`config.mk`:
```
export PLATFORM = sky130hd
export DESIGN_NAME = ns3_shaper
export DESIGN_NICKNAME = d
export VERILOG_FILES = /design/src/rtl/ns3_shaper.sv
export SDC_FILE = /design/constraint.sdc
export NUM_CORES = 1
export LEC_CHECK = 0
export BUFFER_PORTS_ARGS = -buffer_cell sky130_fd_sc_hd__buf_2
export CORE_MARGIN = 4
export CORE_UTILIZATION = 40
export DETAILED_ROUTE_END_ITERATION = 12
export PLACE_DENSITY = 0.54
export SLEW_MARGIN = 20
export SYNTH_ARGS = -nofsm -noshare
export SYNTH_HDL_FRONTEND = slang
export SYNTH_SLANG_ARGS = --single-unit
```
`constraint.sdc`:
```
create_clock -name clk -period 14 [get_ports clk]
set_input_delay 2.1 -clock clk [delete_from_list [all_inputs] [get_ports clk]]
set_output_delay 2.1 -clock clk [all_outputs]
set_load 0.03 [all_outputs]
```
`src/rtl/ns3_shaper.sv`:
```
module ns3_shaper #(
  parameter int IN_W       = 24,
  parameter int STEP_SHIFT = IN_W - 4,
  parameter int LMAX       = 11,
  parameter int GUARD      = 3,
  parameter int LVL_W      = 5
) (
  input  logic                    clk,
  input  logic                    rst,
  input  logic                    en,
  input  logic signed [IN_W-1:0]  sample,
  output logic signed [LVL_W-1:0] level
);
  localparam int IW = IN_W + GUARD;
  localparam int UW = IW + 2;
  localparam logic signed [UW-1:0] RAIL_HI = UW'((64'sd1 <<< (IW - 1)) - 64'sd1);
  localparam logic signed [UW-1:0] RAIL_LO = UW'(-(64'sd1 <<< (IW - 1)));
  localparam logic signed [UW-1:0] HALF    = UW'(64'sd1 <<< (STEP_SHIFT - 1));
  localparam logic signed [UW-1:0] QTOP    = UW'(LMAX);
  localparam logic signed [UW-1:0] QBOT    = UW'(-LMAX);

  logic signed [IW-1:0]    i1, i2, i3, n1, n2, n3;
  logic signed [UW-1:0]    u, q, qc, err;
  logic signed [LVL_W-1:0] lvl_d;

  function automatic logic signed [IW-1:0] clip(input logic signed [UW-1:0] v);
    if (v > RAIL_HI) return RAIL_HI[IW-1:0];
    if (v < RAIL_LO) return RAIL_LO[IW-1:0];
    return v[IW-1:0];
  endfunction

  assign u     = UW'(sample) + UW'(i1) + UW'(i2) + UW'(i3);
  assign q     = (u + HALF) >>> STEP_SHIFT;
  assign qc    = (q > QTOP) ? QTOP : ((q < QBOT) ? QBOT : q);
  assign lvl_d = qc[LVL_W-1:0];
  assign err   = UW'(sample) - (qc <<< STEP_SHIFT);
  assign n1    = clip(UW'(i1) + err);
  assign n2    = clip(UW'(i2) + UW'(n1));
  assign n3    = clip(UW'(i3) + UW'(n2));

  always_ff @(posedge clk) begin
    if (rst) begin
      i1    <= '0;
      i2    <= '0;
      i3    <= '0;
      level <= '0;
    end else if (en) begin
      i1    <= n1;
      i2    <= n2;
      i3    <= n3;
      level <= lvl_d;
    end
  end


  level_range_chk: assert property (@(posedge clk) disable iff (rst)
    (level >= -LMAX) && (level <= LMAX));


  level_hold_chk: assert property (@(posedge clk) disable iff (rst)
    !en |=> $stable(level));


  reset_idle_chk: assert property (@(posedge clk)
    rst |=> (level == '0));


  zero_idle_chk: assert property (@(posedge clk) disable iff (rst)
    (en && sample == '0 && i1 == '0 && i2 == '0 && i3 == '0) |=> (level == '0));
endmodule

```
## After elaboration in Yosys (flattened, before gate mapping)

Index checks and enable logic that the tools add are counted.
W data, S select, Z words.

- Register bits: 86
- Bits in latches: 0
- RAM bits: 0
- ROM bits: 0
- Input port bits: 27
- Output and inout bits: 5
- Logic and storage cells: 43
- Memories kept: 0

- Add/subtract/negate cells: 8
- $mul: 0
- Div/mod/pow operators: 0
- Magnitude comparators: 8
- Equality and inequality tests: 0
- Shifts and indexed selects: 0
- Mux-type cells: 23
- Bitwise operators: 0
- Reduce and logical (&&, ||, !) cells: 0

Operators with widths:

| operator | number |
|---|---|
| $mux W27 | 12 |
| $add A27 B27 Y28 | 2 |
| $gt A28 B27 Y1 const B | 2 |
| $lt A28 B27 Y1 const B | 2 |
| $add A27 B29 Y29 | 1 |
| $add A28 B27 Y29 | 1 |
| $add A29 B21 Y29 const B | 1 |
| $add A29 B27 Y29 | 1 |
| $gt A29 B27 Y1 const B | 1 |
| $lt A29 B27 Y1 const B | 1 |
| $sub A24 B29 Y29 | 1 |
| $add A24 B27 Y28 | 1 |
| $mux W9 | 2 |
| $gt A9 B5 Y1 const B | 1 |
| $lt A9 B5 Y1 const B | 1 |
| $mux W1 | 9 |

## Depth between registers and ports, before layout

Gate-level depths: netlist of the first run.

- Word-level depth: 26
- Gate-level depth with buffers: 65
- Mapped depth without buffers: 60

## Least setup slack after synthesis of the first run

OpenSTA, ideal clock, no wires.

- Path kind: input port to flip-flop
- Start: input port sample[23]
- End: register i3[0]
- Arrival: 14.565 ns
- Data required time: 13.859 ns
- Slack: -0.706 ns
- Stages: 60
- Buffers on the path: 7
- Cell sequence: inv_1 > fa_1 > inv_1 > fa_1 > ha_1 > ha_1 > buf_2 > a21oi_1 > o21bai_1 > a21o_1 > or3b_2 > o221ai_1 > and4b_1 > nand3_1 > ha_1 > buf_1 > o21ai_0 > fa_1 > [24 not listed] > clkbuf_1 > clkbuf_1 > nor2_1 > ha_1 > inv_1 > fa_1 > nor2b_1 > o21a_1 > o21ai_0 > a211oi_1 > o21ai_0 > a211oi_1 > o21ai_0 > mux2_2 > nor2_1 > clkbuf_1 > maj3_1 > a211oi_1

- Word-level cells in the longest chain between the ends: 26
- Elaborated cells on any way between the ends: 36

RTL lines:

| what | line | text |
|---|---|---|
| start, declared | 11 | `input logic signed [IN_W-1:0] sample,` |
| $add A24 B27 Y28 * | 32 | `assign u = UW'(sample) + UW'(i1) + UW'(i2) + UW'(i3);` |
| $add A28 B27 Y29 * | 32 |  |
| $add A29 B27 Y29 * | 32 |  |
| $add A29 B21 Y29 * | 33 | `assign q = (u + HALF) >>> STEP_SHIFT;` |
| $lt A9 B5 Y1 | 34 | `assign qc = (q > QTOP) ? QTOP : ((q < QBOT) ? QBOT : q);` |
| $mux W9 | 34 |  |
| $mux W9 * | 34 |  |
| net qc[3] | 23 | `logic signed [UW-1:0] u, q, qc, err;` |
| [7 not listed] | n/a |  |
| net n1[26] | 22 | `logic signed [IW-1:0] i1, i2, i3, n1, n2, n3;` |
| [4 not listed] | n/a |  |
| $mux W27 | 29 | `return v[IW-1:0];` |
| $mux W27 * | 28 | `if (v < RAIL_LO) return RAIL_LO[IW-1:0];` |
| net n2[0] | 22 |  |
| $add A27 B27 Y28 * | 39 | `assign n3 = clip(UW'(i3) + UW'(n2));` |
| $lt A28 B27 Y1 | 28 |  |
| $mux W1 (2 in series) | 28 |  |
| $mux W27 | 29 |  |
| $mux W27 * | 28 |  |
| end signal, assigned | 50 | `i3 <= n3;` |
| end, declared | 22 |  |

The timed path passes the listed nets; every way through them passes the cells marked *. The select of a mux whose other input is x is not followed.
A chain may end at the register's enable or synchronous reset.

## Final worst setup path of the first run

- Start: input port sample[6]
- End: register i3[2]

Same word-level chain as after synthesis.

==> summary.txt, run 1 <==
Clocking
  • CTS tree: yes
  • CTS Root Cell: clkbuf_16
  • Clk sink count: 86
  • Clk_lat worst skew: 0.36 ns
  • H-tree Lvls: 3
  • Clock transition at path regs: 0.07 ns
  • Hold-fix buffers, CTS: 0
  • Num CTS Buffers: 9
  • Max clock buf depth: 2

Die
  • Std-Cell Rows: 61
  • Die area: 0.0311 mm^2
  • Starting Density: 40.7%
  • Ports: 32
  • Die width: 176 um
  • Core footprint: 0.0279 mm^2
  • Chip height: 176 um

Routing
  • Length of routed met2 wiring: 18900 um
  • Number of vias per cell: 5.25
  • DRC Markers: 0
  • First DRT Iteration DRCs: 389
  • Post-route ant nets: 0
  • Routed wire per std cell: 17.4 um
  • DR top layer: met4
  • Via Count: 11200
  • First-pass DRT Iterations: 5
  • Wire length on met3: 1180 um
  • Routed Wire Length: 37000 um
  • Wire length on met1: 16000 um

Worst setup path
  • WS Path Type: input port to register
  • RR Startpoint: i2[7]
  • Critical path launch point type: input port
  • Critical path arrival: 14.11 ns
  • Worst path most repeated cell: buf_6
  • CP max stage cell: fa_2
  • CP max FO: 12
  • Worst Setup End Kind: register
  • CP max stage delay: 0.56 ns
  • Setup crit start: sample[6]
  • WP data required: 14.28 ns

Logic synthesis
  • Register area share after synthesis: 15.2%
  • Post-synth ARST share: 0%
  • Area leader, netlist: ha_1
  • Seq cells post-synth: 86
  • Mapped Cells: 1399
  • Synthesized Nets: 1642
  • Post-synth EDFFs: 0
  • Avg Cell Area, Syn: 8.10 um^2
  • Synth warn: 0
  • Share of the synthesized area in the top cell type: 16.8%
  • Top cells by area, synth: ha_1 (17%), dfxtp_1 (15%), fa_1 (11%)
  • Top_reg_cell synth: dfxtp_1
  • Synth Cell Area: 0.0113 mm^2
  • Yosys cell types: 78

Finish
  • # diodes: 0
  • Share of layout cells above drive strength 1: 36.3%
  • Area growth from synthesis to layout: 44.4%
  • Fin nets: 1994

Timing
  • Post-layout minimum cycle time: 13.84 ns
  • Worst slew pin tran: 0.962 ns
  • Unrepaired setup endpoints after global routing: yes
  • Post-route setup TNS: 0 ns
  • Skew final: 0.0104 ns
  • FMAX: 0.0723 GHz
  • Slew headroom: 35.9%
  • Period utilization: 98.9%
  • Setup Viol. Count Final: 0
  • Final hold violation count: 0
  • Slew Viols, Final: 0
  • Min Hold Slack: 0.469 ns

GRT
  • Grt ovf: 0
  • All-layer global routing usage: 22.1%
  • Number of antenna violations at the first check in global routing: 0
  • Vias in the first global route: 10900
  • Global-route wire length before repair: 54900 um
  • Largest net degree at the start of global routing: 58

Hold path
  • Hold Crit Class: register to register
  • Hold Path Origin: level[4]

Placed design
  • Post-DP HPWL: 27800 um
  • IO Port Bufs: 31
  • Final RePlAce weighted congestion: 0.921

Run status
  • Status: finished clean

Flow run
  • Max Cap Viol: 0
## logic make-up (layout without fill, tap and decap cells)
family,Yosys count,count (layout),share of synthesized area (%)
compound gates,409,409,25.5
simple gates,321,321,13.3
buf+inv,253,610,8.65
fa+ha+maj,246,246,30.7
flops,86,86,15.2
xor+xnor,79,79,6.11
mux,5,5,0.464
## stage by stage
step           util [%]  instances  instance area [um^2]  worst slack, ns
5_1_grt            58.7       2134                 16400           -0.324
3_5_place_dp       50.7       2061                 14100            -1.15
4_1_cts            52.9       2087                 14700          0.00200
2_1_floorplan         -       1399                 11400           0.0279
6_report           58.7       2134                 16400            0.160
3_3_place_gp       50.7       2061                 14100           -0.901
## synth_stat cells (all sizes together), types with 6 or more instances
cell type,n
nand3,36
nor2b,7
xnor2,49
and3,7
a21o,56
a211oi,41
o21ai,99
a221oi,26
ha,152
nand2,76
nor3,22
nand4,12
fa,64
clkbuf,35
nor4,6
xor2,30
or3,6
or2,9
dfxtp,86
inv,203
buf,15
o21bai,13
maj3,30
nor2,114
a21oi,84
and2,7
o21a,23
nand2b,10
a31oi,12
## per-layer routing
metal / track usage [%] / up-vias
li1: - / 5597
met4: 5.88 / 0
met1: 27.0 / 5371
met2: 40.6 / 179
met5: 0 / -
met3: 2.96 / 53
## layout by cell type (no fill, tap or decap), types with 15 or more instances in the layout
cell	n
ha_4	31
ha_1	117
inv_1	192
o21ai_0	53
buf_6	29
maj3_1	19
a211oi_1	23
fa_1	59
xor2_1	29
a21oi_1	74
o21ai_2	21
dfxtp_1	86
nor3_1	16
xnor2_1	49
o21a_1	22
nor2_1	101
buf_2	27
o21ai_1	17
nand2_1	71
nand3_1	19
a221oi_2	21
buf_4	324
a21o_1	55
clkbuf_16	15
## worst max-delay path: cells and delay by family
family,cells,cell delay [ns]
compound gates,23,4.77
xor+xnor,1,0.25
fa+ha+maj,10,3.65
buf+inv,10,1.25
mux,1,0.17
simple gates,13,1.89
## what timing repair did
| action | 4_1_cts | 5_1_grt |
|---|---|---|
| pin swaps | 16 | 160 |
| hold endpoints to repair | 0 | 0 |
| resized for setup | 47 | 237 |
| cloned | 0 | 8 |
| setup buffers | 10 | 42 |
| setup endpoints to repair | 27 | 27 |
## cell type report
| cell class | instances | area [um^2] |
|---|---|---|
| timing repair buffer | 391 | 3140 |
| fill | 2510 | 11500 |
| clock buffer | 10 | 239 |
| tap | 378 | 473 |
| sequential | 86 | 1720 |
| multi-input combinational | 1060 | 9920 |
| clock inverter | 6 | 92.6 |
| inverter | 203 | 768 |
## path summary, 6_finish.rpt
kind | end | slack (ns) | cells after the start
setup / recovery | i3[2] | 0.16 | 58
hold / removal | level[4] | 0.47 | 2
setup reg to reg | i3[2] | 1.48 | 57
hold reg to reg | level[4] | 0.47 | 2
## registers in the layout (all words and copies together), names as in the netlist
| register | count |
|---|---|
| level | 5 |
| i1 | 27 |
| i2 | 27 |
| i3 | 27 |
Power of run 1 is not shown: default switching activity piles up to over one toggle a cycle in this logic, so the estimate is an artifact.
==> run 2: changes to the inputs <==
--- a/config.mk
+++ b/config.mk
@@ -5,6 +5,7 @@
 export SDC_FILE = /design/constraint.sdc
 export NUM_CORES = 1
 export LEC_CHECK = 0
+export ABC_AREA = 1
 export BUFFER_PORTS_ARGS = -buffer_cell sky130_fd_sc_hd__buf_2
 export CORE_MARGIN = 4
 export CORE_UTILIZATION = 40
==> summary.txt, run 2 <==
Timing
  • Setup Viol. Count Final: 0 (unchanged)
  • Unrepaired setup endpoints after global routing: no (was yes)
  • Final hold violation count: 0 (unchanged)
  • Period utilization: 93.0% (was 98.9%)
  • Worst slew pin tran: 1.08 ns (was 0.962 ns)
  • Skew final: 0.0133 ns (was 0.0104 ns)
  • Slew headroom: 27.8% (was 35.9%)
  • Slew Viols, Final: 0 (unchanged)
  • FMAX: 0.0768 GHz (was 0.0723 GHz)
  • Post-layout minimum cycle time: 13.01 ns (was 13.84 ns)
  • Post-route setup TNS: 0 ns (unchanged)

Routing
  • First-pass DRT Iterations: 5 (unchanged)
  • DRC Markers: 0 (unchanged)
  • Post-route ant nets: 0 (unchanged)
  • Routed Wire Length: 38600 um (was 37000 um)
  • Number of vias per cell: 5.05 (was 5.25)
  • Routed wire per std cell: 16.8 um (was 17.4 um)
  • Via Count: 11600 (was 11200)
  • First DRT Iteration DRCs: 745 (was 389)

Worst setup path
  • Worst R2R Path Depth: 56 (was 57)
  • CP max stage cell: fa_1 (was fa_2)
  • Worst path most repeated cell: nand2_1 (was buf_6)
  • Worst Setup End Kind: register (unchanged)
  • CP max FO: 16 (was 12)
  • CP max stage delay: 0.56 ns (about the same)
  • WP data required: 14.26 ns (was 14.28 ns)
  • Critical path launch point type: input port (unchanged)
  • Critical path arrival: 13.27 ns (was 14.11 ns)
  • WS Path Type: input port to register (unchanged)

Die
  • Die width: 184 um (was 176 um)
  • Die area: 0.0337 mm^2 (was 0.0311 mm^2)
  • Starting Density: 40.4% (was 40.7%)
  • Chip height: 184 um (was 176 um)
  • Std-Cell Rows: 64 (was 61)
  • Core footprint: 0.0305 mm^2 (was 0.0279 mm^2)
  • Ports: 32 (unchanged)

Logic synthesis
  • Synth warn: 0 (unchanged)
  • Synth Cell Area: 0.0123 mm^2 (was 0.0113 mm^2)
  • Mapped Cells: 1873 (was 1399)
  • Most frequent cell after synthesis: nand2_1 (was inv_1)
  • Share of the synthesized area in the top cell type: 15.4% (was 16.8%)
  • Commonest cells post-synth: nand2_1 (430), inv_1 (363), a21oi_1 (173) (was inv_1 (203), ha_1 (152), nor2_1 (114))
  • Yosys cell types: 49 (was 78)
  • Synthesized Nets: 2116 (was 1642)
  • Register area share after synthesis: 14.0% (was 15.2%)
  • Top cells by area, synth: ha_1 (15%), dfxtp_1 (14%), nand2_1 (13%) (was ha_1 (17%), dfxtp_1 (15%), fa_1 (11%))
  • Area leader, netlist: ha_1 (unchanged)
  • Post-synth EDFFs: 0 (unchanged)
  • Top_reg_cell synth: dfxtp_1 (unchanged)
  • Avg Cell Area, Syn: 6.58 um^2 (was 8.10 um^2)
  • Post-synth ARST share: 0% (unchanged)
  • Seq cells post-synth: 86 (unchanged)

Clocking
  • Num CTS Buffers: 9 (unchanged)
  • CTS Root Cell: clkbuf_16 (unchanged)
  • Clk_lat worst skew: 0.37 ns (was 0.36 ns)
  • Max clock buf depth: 2 (unchanged)
  • Hold-fix buffers, CTS: 0 (unchanged)
  • H-tree Lvls: 3 (unchanged)
  • CTS tree: yes (unchanged)
  • Clk sink count: 86 (unchanged)
  • Clock transition at path regs: 0.07 ns (about the same)

GRT
  • Number of antenna violations at the first check in global routing: 0 (unchanged)
  • Global-route wire length before repair: 60100 um (was 54900 um)
  • All-layer global routing usage: 22.7% (was 22.1%)
  • Largest net degree at the start of global routing: 65 (was 58)
  • Vias in the first global route: 11100 (was 10900)
  • Grt ovf: 0 (unchanged)

Finish
  • Fin nets: 2137 (was 1994)
  • Commonest cells after routing, fill and taps aside: nand2_1 (429), inv_1 (361), a21oi_1 (171), nor2_1 (162), ha_1 (152) (was buf_4 (324), inv_1 (192), ha_1 (117), nor2_1 (101), dfxtp_1 (86))
  • Filler cells: 3319 (was 2510)
  • Regs by FF count: i1: 27 flops, i2: 27 flops, i3: 27 flops (unchanged)
  • Area growth from synthesis to layout: 7.32% (was 44.4%)
  • # diodes: 0 (unchanged)
  • Commonest non-fill, non-tap cell in the layout: nand2_1 (was buf_4)
  • Share of layout cells above drive strength 1: 8.27% (was 36.3%)

Placed design
  • Final RePlAce weighted congestion: 0.961 (was 0.921)
  • IO Port Bufs: 31 (unchanged)
  • Post-DP HPWL: 32100 um (was 27800 um)

Run status
  • Status: finished clean (unchanged)

Flow run
  • Max Cap Viol: 0 (unchanged)

Hold path
  • Hold Path Depth: 2 (unchanged)
  • Hold Crit Class: register to register (unchanged)
-- run 2: per-stage QoR --
step | instances | hold slack (ns) | cell area (um^2) | utilization (%) | setup slack [ns]
2_1_floorplan | 1873 | 0.463 | 12300 | - | 1.93
3_3_place_gp | 2277 | 0.461 | 12900 | 42.3 | 0.182
3_5_place_dp | 2277 | 0.471 | 12900 | 42.3 | 0.221
4_1_cts | 2293 | 0.488 | 13200 | 43.2 | 0.557
5_1_grt | 2295 | 0.527 | 13200 | 43.4 | 0.0423
6_report | 2295 | 0.481 | 13200 | 43.4 | 0.985
-- run 2: area by class of cell --
cell class	instances	area (um^2)	area share, %
multi-input cells	1372	8970	67.8
flip-flops and latches	86	1720	13.0
inverters	371	1400	10.6
well taps	396	495	3.74
repair buffers	54	372	2.81
clock buffers	11	243	1.83
clock inverters	5	33.8	0.255
-- run 2: logic make-up (layout without fill, tap and decap cells) --
kind of cell               count (synthesis)  after routing  synth area share [%]
and+or+nand+nor                          760            760                  26.8
buffers and inverters                    415            441                  13.4
AOI/OAI and AO/OA                        315            315                  14.2
adders and majority gates                216            216                  25.8
DFF                                       86             86                  14.0
xor gates and xnor gates                  81             81                  5.81
-- run 2: worst paths after layout --
kind | startpoint | endpoint | slack, ns
worst max register to register | i1[13] | i3[19] | 2.54
worst max-delay path | sample[23] | i3[19] | 0.99
worst min register to register | level[1] | level[1] | 0.48
worst min-delay path | level[1] | level[1] | 0.48
-- run 2: routing by layer --
metal	vias to the layer above	global-route usage [%]	wire length [um]
li1	5937	-	-
met1	5351	31.6	18200
met2	255	38.0	18000
met3	41	2.57	1640
met4	0	4.89	748
met5	-	0	0
-- run 2: repair_timing --
action / CTS / global route
gates resized for setup: 0 / 9
setup buffers: 0 / 2
setup endpoints to repair: 0 / 26
-- run 2: critical path, delay by kind of cell --
family	cells	cell delay, ns
compound gates	14	2.69
xor+xnor	4	0.62
fa+ha+maj	10	3.96
buf+inv	7	0.96
simple gates	22	2.94
Power of run 2 is left out for the same reason.
==> run 3: changes to the inputs <==
--- a/config.mk
+++ b/config.mk
@@ -9,7 +9,9 @@
 export BUFFER_PORTS_ARGS = -buffer_cell sky130_fd_sc_hd__buf_2
 export CORE_MARGIN = 4
 export CORE_UTILIZATION = 40
+export CTS_BUF_LIST = sky130_fd_sc_hd__clkbuf_8
 export DETAILED_ROUTE_END_ITERATION = 12
+export HOLD_SLACK_MARGIN = 0.05
 export PLACE_DENSITY = 0.54
 export SLEW_MARGIN = 20
 export SYNTH_ARGS = -nofsm -noshare
==> summary.txt, run 3 (synthesis results as in run 2) <==
Timing
  • FMAX: 0.0766 GHz (was 0.0768 GHz)
  • Final hold violation count: 0 (unchanged)
  • Slew Viols, Final: 0 (unchanged)
  • Period utilization: 93.2% (was 93.0%)
  • Post-layout minimum cycle time: 13.05 ns (was 13.01 ns)
  • Skew final: 0.0214 ns (was 0.0133 ns)
  • Worst slew pin tran: 1.12 ns (was 1.08 ns)
  • Setup Viol. Count Final: 0 (unchanged)
  • Post-route setup TNS: 0 ns (unchanged)
  • Unrepaired setup endpoints after global routing: no (unchanged)
  • Final setup margin: 0.952 ns (was 0.985 ns)
  • Slew headroom: 25.4% (was 27.8%)

Routing
  • DRC Markers: 0 (unchanged)
  • First-pass DRT Iterations: 6 (was 5)
  • Routed wire per std cell: 16.8 um (about the same)
  • Routed Wire Length: 38500 um (was 38600 um)
  • Number of vias per cell: 5.02 (was 5.05)
  • Via Count: 11500 (was 11600)
  • Post-route ant nets: 0 (unchanged)
  • First DRT Iteration DRCs: 809 (was 745)

Finish
  • Filler cells: 3340 (was 3319)
  • Fin nets: 2137 (unchanged)
  • Final Instance Count excl. Fillers: 2295 (unchanged)
  • Regs by FF count: i1: 27 flops, i2: 27 flops, i3: 27 flops (unchanged)
  • Commonest cells after routing, fill and taps aside: nand2_1 (429), inv_1 (362), a21oi_1 (172), nor2_1 (162), ha_1 (152) (was nand2_1 (429), inv_1 (361), a21oi_1 (171), nor2_1 (162), ha_1 (152))
  • Reg area: 0.00172 mm^2 (unchanged)
  • Area of the multi-input gates: 0.00897 mm^2 (about the same)
  • Area growth from synthesis to layout: 6.47% (was 7.32%)
  • Share of layout cells above drive strength 1: 8.21% (was 8.27%)
  • # diodes: 0 (unchanged)
  • Final Cell Area: 0.0131 mm^2 (was 0.0132 mm^2)
  • Commonest non-fill, non-tap cell in the layout: nand2_1 (unchanged)

Hold path
  • Hold Path Origin: level[1] (unchanged)
  • Hold Crit Class: register to register (unchanged)
  • Hold EP: level[1] (unchanged)
  • Hold Path Depth: 2 (unchanged)

Worst setup path
  • WP data required: 14.31 ns (was 14.26 ns)
  • R2r endpoint: i3[19] (unchanged)
  • CP Depth: 59 (was 57)
  • Worst R2R Path Depth: 58 (was 56)
  • Worst Setup End Kind: register (unchanged)
  • RR Startpoint: i1[18] (was i1[13])
  • CP max stage cell: fa_1 (unchanged)
  • WP buf/inv: 7 (unchanged)
  • Worst path most repeated cell: nand2_1 (unchanged)
  • CP max FO: 16 (unchanged)
  • Critical path launch point type: input port (unchanged)
  • R2r setup slk: 2.46 ns (was 2.54 ns)
  • CP max stage delay: 0.55 ns (was 0.56 ns)
  • Crit path max-delay family: adder cells (unchanged)
  • Critical path arrival: 13.36 ns (was 13.27 ns)
  • WS Path Type: input port to register (unchanged)

Clocking
  • Hold-fix buffers, CTS: 0 (unchanged)
  • CTS tree: yes (unchanged)
  • Clk sink count: 86 (unchanged)
  • Clock transition at path regs: 0.10 ns (was 0.07 ns)
  • Num CTS Buffers: 9 (unchanged)
  • CTS Root Cell: clkbuf_8 (was clkbuf_16)
  • Max clock buf depth: 2 (unchanged)
  • H-tree Lvls: 3 (unchanged)
  • Clk_lat worst skew: 0.42 ns (was 0.37 ns)

GRT
  • Global-route wire length before repair: 60000 um (was 60100 um)
  • Largest net degree at the start of global routing: 65 (unchanged)
  • Grt ovf: 0 (unchanged)
  • Vias in the first global route: 11000 (was 11100)
  • Number of antenna violations at the first check in global routing: 0 (unchanged)
  • All-layer global routing usage: 22.7% (about the same)

Placed design
  • IO Port Bufs: 31 (unchanged)
  • Final RePlAce weighted congestion: 0.961 (unchanged)
  • Pre-CTS setup slack: 0.221 ns (unchanged)
  • Post-place instance area: 0.0129 mm^2 (unchanged)
  • Placed cell count: 2277 (unchanged)
  • Post-DP HPWL: 32100 um (unchanged)

Die
  • Die width: 184 um (unchanged)
  • Die area: 0.0337 mm^2 (unchanged)
  • Ports: 32 (unchanged)
  • Starting Density: 40.4% (unchanged)
  • Chip height: 184 um (unchanged)
  • Std-Cell Rows: 64 (unchanged)
  • Core footprint: 0.0305 mm^2 (unchanged)

Flow run
  • Max Cap Viol: 0 (unchanged)

Run status
  • Status: finished clean (unchanged)
-- run 3: cell count changes in the layout (fill, tap and decap cells not counted) --
cell | previous run | this run
clkbuf_8 | 1 | 10
clkbuf_16 | 9 | 0
inv_1 | 361 | 362
clkbuf_1 | 1 | 0
a21oi_1 | 171 | 172
a21oi_2 | 9 | 8
-- run 3: worst max-delay path by stage --
stage | start | endpoint | slack [ns]
6_report | sample[23] | i3[19] | 0.95
3_5_place_dp | sample[23] | i3[19] | 0.22
2_1_floorplan | sample[23] | i3[16] | 1.93
5_1_grt | sample[23] | i3[19] | 0.05
4_1_cts | sample[23] | i3[19] | 0.63
3_3_place_gp | sample[23] | i3[20] | 0.18
-- run 3: per-layer routing --
layer | wire length (um) | track usage, % | vias up
met1 | 18200 | 31.5 | 5305
li1 | - | - | 5935
met2 | 17900 | 38.0 | 252
met4 | 729 | 5.36 | 0
met5 | 0 | 0 | -
met3 | 1660 | 2.49 | 36
-- run 3: metrics by stage --
stage                     hold WS [ns]  util [%]
final                            0.491      43.0
after global routing             0.533      43.0
after CTS                        0.496      42.9
after detailed placement         0.471      42.3
after global placement           0.461      42.3
after floorplan                  0.463         -
-- run 3: layout make-up --
class,instances,share of cell area [%]
multi-input cells,1372,68.3
flip-flops and latches,86,13.1
inverters,371,10.6
well taps,396,3.77
repair buffers,54,2.83
clock buffers,10,1.05
clock inverters,6,0.286
-- run 3: repair_timing --
| item | CTS | global route |
|---|---|---|
| endpoints found under the setup margin | 0 | 26 |
| resized for setup | 0 | 8 |
| setup buffers | 0 | 2 |
-- run 3: worst register-to-register path: cells and delay by family, from the launching register on --
kind	cells	cell delay (ns)
adders and majority gates	9	3.64
and+or+nand+nor	27	3.50
AOI/OAI and AO/OA	13	2.75
buffers and inverters	6	0.79
xor gates and xnor gates	3	0.44
DFF	1	0.32
Power of run 3 is left out for the same reason.
